--- config.mk ---
export PLATFORM = sky130hd
export DESIGN_NAME = priv_sys_classifier
export DESIGN_NICKNAME = d
export VERILOG_FILES = /design/src/rtl/priv_sys_classifier.sv
export SDC_FILE = /design/constraint.sdc
export NUM_CORES = 1
export LEC_CHECK = 0
export BUFFER_PORTS_ARGS = -buffer_cell sky130_fd_sc_hd__buf_2
export CORE_MARGIN = 2
export CORE_UTILIZATION = 30
export CTS_BUF_LIST = sky130_fd_sc_hd__clkbuf_8
export DETAILED_ROUTE_END_ITERATION = 6
export GPL_ROUTABILITY_DRIVEN = 1
export PLACE_DENSITY = 0.61
export RECOVER_POWER = 100
export SLEW_MARGIN = 20
export SYNTH_ARGS = -nofsm -noshare
export SYNTH_HDL_FRONTEND = slang
export SYNTH_SLANG_ARGS = --single-unit
--- constraint.sdc ---
create_clock -name clk -period 4.45 [get_ports clk]
set_input_delay 0.445 -clock clk [delete_from_list [all_inputs] [get_ports clk]]
set_output_delay 0.445 -clock clk [all_outputs]
set_load 0.01 [all_outputs]
--- src/rtl/priv_sys_classifier.sv ---
module priv_sys_classifier #(
  parameter int          PAGE_BITS   = 12,
  parameter int          CAUSE_W     = 6,
  parameter logic [5:0]  SEMI_CAUSE  = 6'd24,
  parameter logic [5:0]  BRK_CAUSE   = 6'd3,
  parameter logic [5:0]  ECALL_CAUSE = 6'd8,
  parameter logic [5:0]  ILL_CAUSE   = 6'd2
) (
  input  logic               clk,
  input  logic               rst_n,
  input  logic               dec_valid,
  input  logic [31:0]        dec_instr,
  input  logic [31:0]        dec_pc,
  input  logic [31:0]        prev_word,
  input  logic               prev_ok,
  input  logic [31:0]        next_word,
  input  logic               next_ok,
  input  logic               sup_en,
  output logic               trap_req,
  output logic [CAUSE_W-1:0] trap_cause,
  output logic               illegal,
  output logic               redirect,
  output logic               ret_req,
  output logic               ret_to_sup,
  output logic [31:0]        next_pc,
  output logic               tlb_flush,
  output logic               wfi_req
);

  localparam logic [31:0] MARK_LO  = 32'h01f01013;
  localparam logic [31:0] MARK_HI  = 32'h40705013;
  localparam logic [31:0] W_ECALL  = 32'h00000073;
  localparam logic [31:0] W_EBREAK = 32'h00100073;
  localparam logic [31:0] W_URET   = 32'h00200073;
  localparam logic [31:0] W_SRET   = 32'h10200073;
  localparam logic [31:0] W_MRET   = 32'h30200073;
  localparam logic [31:0] W_WFI    = 32'h10500073;
  localparam logic [31:0] M_FVM    = 32'hFFF07FFF;
  localparam logic [31:0] W_FVM    = 32'h10400073;
  localparam logic [31:0] M_FVMA   = 32'hFE007FFF;
  localparam logic [31:0] W_FVMA   = 32'h12000073;
  localparam int          PG_W     = 32 - PAGE_BITS;

  logic [31:0] pc_lo, pc_hi;
  logic        same_page, semi_hit;
  logic        is_ecall, is_ebreak, is_uret, is_sret, is_mret;
  logic        is_wfi, is_fvm, is_fvma, bad;

  assign pc_lo     = dec_pc - 32'd4;
  assign pc_hi     = dec_pc + 32'd4;
  assign same_page = pc_lo[31 -: PG_W] == pc_hi[31 -: PG_W];

  assign is_ecall  = dec_instr == W_ECALL;
  assign is_ebreak = dec_instr == W_EBREAK;
  assign is_uret   = dec_instr == W_URET;
  assign is_sret   = dec_instr == W_SRET;
  assign is_mret   = dec_instr == W_MRET;
  assign is_wfi    = dec_instr == W_WFI;
  assign is_fvm    = (dec_instr & M_FVM) == W_FVM;
  assign is_fvma   = (dec_instr & M_FVMA) == W_FVMA;
  assign bad       = is_uret | is_fvm | (is_sret & ~sup_en);

  assign semi_hit = same_page & prev_ok & next_ok &
                    (prev_word[1:0] == 2'b11) & (next_word[1:0] == 2'b11) &
                    (prev_word == MARK_LO) & (next_word == MARK_HI);

  always_ff @(posedge clk) begin
    if (!rst_n) begin
      trap_req   <= 1'b0;
      trap_cause <= '0;
      illegal    <= 1'b0;
      redirect   <= 1'b0;
      ret_req    <= 1'b0;
      ret_to_sup <= 1'b0;
      next_pc    <= '0;
      tlb_flush  <= 1'b0;
      wfi_req    <= 1'b0;
    end else begin
      trap_req   <= dec_valid & (is_ecall | is_ebreak | bad);
      illegal    <= dec_valid & bad;
      redirect   <= dec_valid & (is_ecall | is_ebreak | bad | is_mret | (is_sret & sup_en));
      ret_req    <= dec_valid & (is_mret | (is_sret & sup_en));
      ret_to_sup <= dec_valid & is_sret & sup_en;
      tlb_flush  <= dec_valid & is_fvma;
      wfi_req    <= dec_valid & is_wfi;
      if (!dec_valid)     trap_cause <= '0;
      else if (bad)       trap_cause <= ILL_CAUSE[CAUSE_W-1:0];
      else if (is_ecall)  trap_cause <= ECALL_CAUSE[CAUSE_W-1:0];
      else if (is_ebreak) trap_cause <= semi_hit ? SEMI_CAUSE[CAUSE_W-1:0] : BRK_CAUSE[CAUSE_W-1:0];
      else                trap_cause <= '0;
      if (dec_valid) next_pc <= pc_hi;
    end
  end


  ill_cause_chk: assert property (@(posedge clk) disable iff (!rst_n)
    illegal |-> (trap_req && trap_cause == ILL_CAUSE[CAUSE_W-1:0] && redirect));


  wfi_quiet_chk: assert property (@(posedge clk) disable iff (!rst_n)
    wfi_req |-> (!trap_req && !redirect && !ret_req));


  flush_quiet_chk: assert property (@(posedge clk) disable iff (!rst_n)
    tlb_flush |-> (!trap_req && !redirect));


  semi_needs_nbrs_chk: assert property (@(posedge clk) disable iff (!rst_n)
    (trap_req && trap_cause == SEMI_CAUSE[CAUSE_W-1:0]) |-> $past(dec_valid && prev_ok && next_ok));


  idle_hold_chk: assert property (@(posedge clk) disable iff (!rst_n)
    !$past(dec_valid) |-> ($stable(next_pc) && !trap_req && !tlb_flush && !wfi_req && !ret_req));


  ret_onehot_chk: assert property (@(posedge clk) disable iff (!rst_n)
    $onehot0({trap_req, ret_req, wfi_req, tlb_flush}));

endmodule

==> out/qor.yml <==
outcome: "finished clean"
place.gp.congestion: 0.828
synth_area_per_cell_um2: 8.34
slowest_delay_ns: 0.91
synth_enable_flop_cells: 0
yosysWarnings: 0
synth_cells: 283
track_usage_pct: 16.9
synth_top_area_share_pct: 36.5
ys_types: 43
core-area_um2: 7690
clkSlewWorstSetupHoldPaths_ns: 0.08
finalSetupViolCount: 0
p_leak_nw: 1.42
synth_most_common_cell: "dfxtp_1"
worstPathArrival_ns: 2.40
crit_top_cell: "nand4_1"
crit_required_ns: 4.67
syn2layout_area_growth_pct: 41.0
dr.pass1.iters: 4
max_cap_violations: 0
dp_cells: 549
initial_core_util_pct: 30.7
cts_sinks: 43
netlist_area_um2: 2360
fmax_mhz: 458
root_buffer: "clkbuf_8"
cp_cell_sequence: "clkbuf_1 > nand4_1 > nor4_1 > nand4_1 > xor2_1 > a21oi_1"
boundaryPins: 179
dr.first_iter.drc_count: 71
routed_wl_um: 7560
cts_setup_buffers: 0
slew_violations: 0
period_share_pct: 49.0
numCtsBuffers: 5
hold_violations: 0
cts_resized: 0
powerDensity_nw_per_um2: 249
die_w_um: 92.7
synth.area.top_cells: "dfxtp_1 36%, xor2_1 8.2%, nor2_1 4.8%"
cts_tree: "yes"
min_path_type: "in2reg"
dp_hpwl_um: 6050
worstPathMaxFanout: 7
end_kind: "flip-flop"
rsz0062_at_grt: "false"
grt_pass1_vias: 2548
ir_drop_mv: 0.128
worst_slew_pin_slew_ns: 1.04
cts_htree_levels: 2
port_buffers: 176
wl_per_cell_um: 13.6
layoutNonFillerInstCount: 556
grt_start_max_net_pins: 63
whs_ns: 0.400
die_area_um2: 8600
via_per_inst: 4.80
drc_errors: 0
min_period_ns: 2.18
ys_seq_elements: 43
skew_ns: 0
clk_latency_ns: 0.28
grt_first_pass_wirelength_um: 11900
startpoint_type: "primary input"
antenna_cells: 0
num_rows: 32
critPathKind: "in2reg"
async_flop_share_pct: 0
ys_seq_area_share_pct: 36.5
num_vias: 2670
slew_headroom_pct: 29.9
synthTopCellsByCount: "43 x dfxtp_1, 30 x nor2_1, 22 x xor2_1"
finalSetupTns_ns: 0
cts_hold_buf: 0
antenna_found_initial: 0
die_y_um: 92.7
drive_above_1_share_pct: 31.5
final_nets: 590
cts.path.max_buffers: 2
slowest_stage: "nor4_1"
finalPower_mw: 0.830
ant_nets: 0
synth-main-ff-cell: "dfxtp_1"
globalRouteOverflowTotal: 0
yosys.area.top_type: "dfxtp_1"
[per-stage QoR]
step	setup slack [ns]	util [%]	cell area (um^2)
2_1_floorplan	2.69	-	2360
3_3_place_gp	2.36	43.2	3320
3_5_place_dp	2.30	43.2	3320
4_1_cts	2.59	44.3	3410
5_1_grt	2.02	43.3	3330
6_report	2.27	43.3	3330
[path summary, 6_finish.rpt]
| path | from | to | slack (ns) | cells past startpoint |
|---|---|---|---|---|
| max | dec_pc[4] | next_pc[24] | 2.27 | 6 |
| min | dec_pc[1] | next_pc[1] | 0.40 | 3 |
| max reg2reg | next_pc[17] | next_pc[17] | 3.74 | 2 |
| min reg2reg | next_pc[2] | next_pc[2] | 0.48 | 2 |
[per-layer routing]
layer	vias to the layer above	share of wire [%]	GRT usage, %
met2	96	46	27.9
met5	-	0	0
met3	8	6.1	4.15
met1	1188	47	22.3
met4	0	1.0	4.04
li1	1378	-	-
[sequential cells by signal, summed over array words and instances (netlist names)]
name        cells
next_pc        32
ret_req         1
illegal         1
ret_to_sup      1
trap_cause      4
wfi_req         1
redirect        1
tlb_flush       1
trap_req        1
[cell families after synthesis]
family | count (synthesis) | share of synthesized area (%)
buffers and inverters | 22 | 3.92
adder cells (fa/ha/maj) | 2 | 1.06
flip-flops | 43 | 36.5
AND/OR/NAND/NOR | 131 | 33.7
XOR/XNOR | 28 | 10.4
other | 1 | 0.159
multiplexers | 3 | 1.27
AO/OA/AOI/OAI | 53 | 13.1
[layout make-up]
class	instances	area [um^2]
Inverter	8	30.0
Tap cell	102	128
Sequential cell	43	861
Timing Repair Buffer	177	832
Multi-Input combinational cell	219	1390
Clock inverter	1	5.00
Fill cell	838	4360
Clock buffer	6	82.6
[worst max-delay path, delay by kind of cell]
family	cells	cell delay (ns)
buf+inv	1	0.24
compound gates	1	0.13
xor+xnor	1	0.19
simple gates	3	1.38
[power by group]
| part | total, mW | switching, mW | internal (mW) |
|---|---|---|---|
| Sequential | 0.414 | 0.00935 | 0.405 |
| Clock | 0.249 | 0.127 | 0.122 |
| Combinational | 0.167 | 0.0892 | 0.0775 |
| Total | 0.830 | 0.225 | 0.604 |
[placed cells by master (no fill, tap or decap), types with 2 or more instances in the layout]
| cell type | instances |
|---|---|
| buf_2 | 131 |
| clkbuf_1 | 45 |
| dfxtp_1 | 43 |
| nor2_1 | 30 |
| xor2_1 | 22 |
| a21oi_1 | 19 |
| nand2_1 | 18 |
| o21ai_0 | 18 |
| nand4_1 | 14 |
| nand3_1 | 12 |
| a211oi_1 | 11 |
| nor4_1 | 11 |
| nor3_1 | 10 |
| inv_1 | 8 |
| xnor2_1 | 6 |
| nor4b_1 | 6 |
| clkbuf_8 | 6 |
| and4_1 | 5 |
| and3_1 | 4 |
| mux2i_1 | 3 |
| nor4bb_1 | 3 |
| and2_1 | 2 |
| nand3b_1 | 2 |
| and4b_1 | 2 |
| nand4bb_1 | 2 |
| ha_1 | 2 |
| conb_1 | 2 |
(Power assumes the default switching activity.)
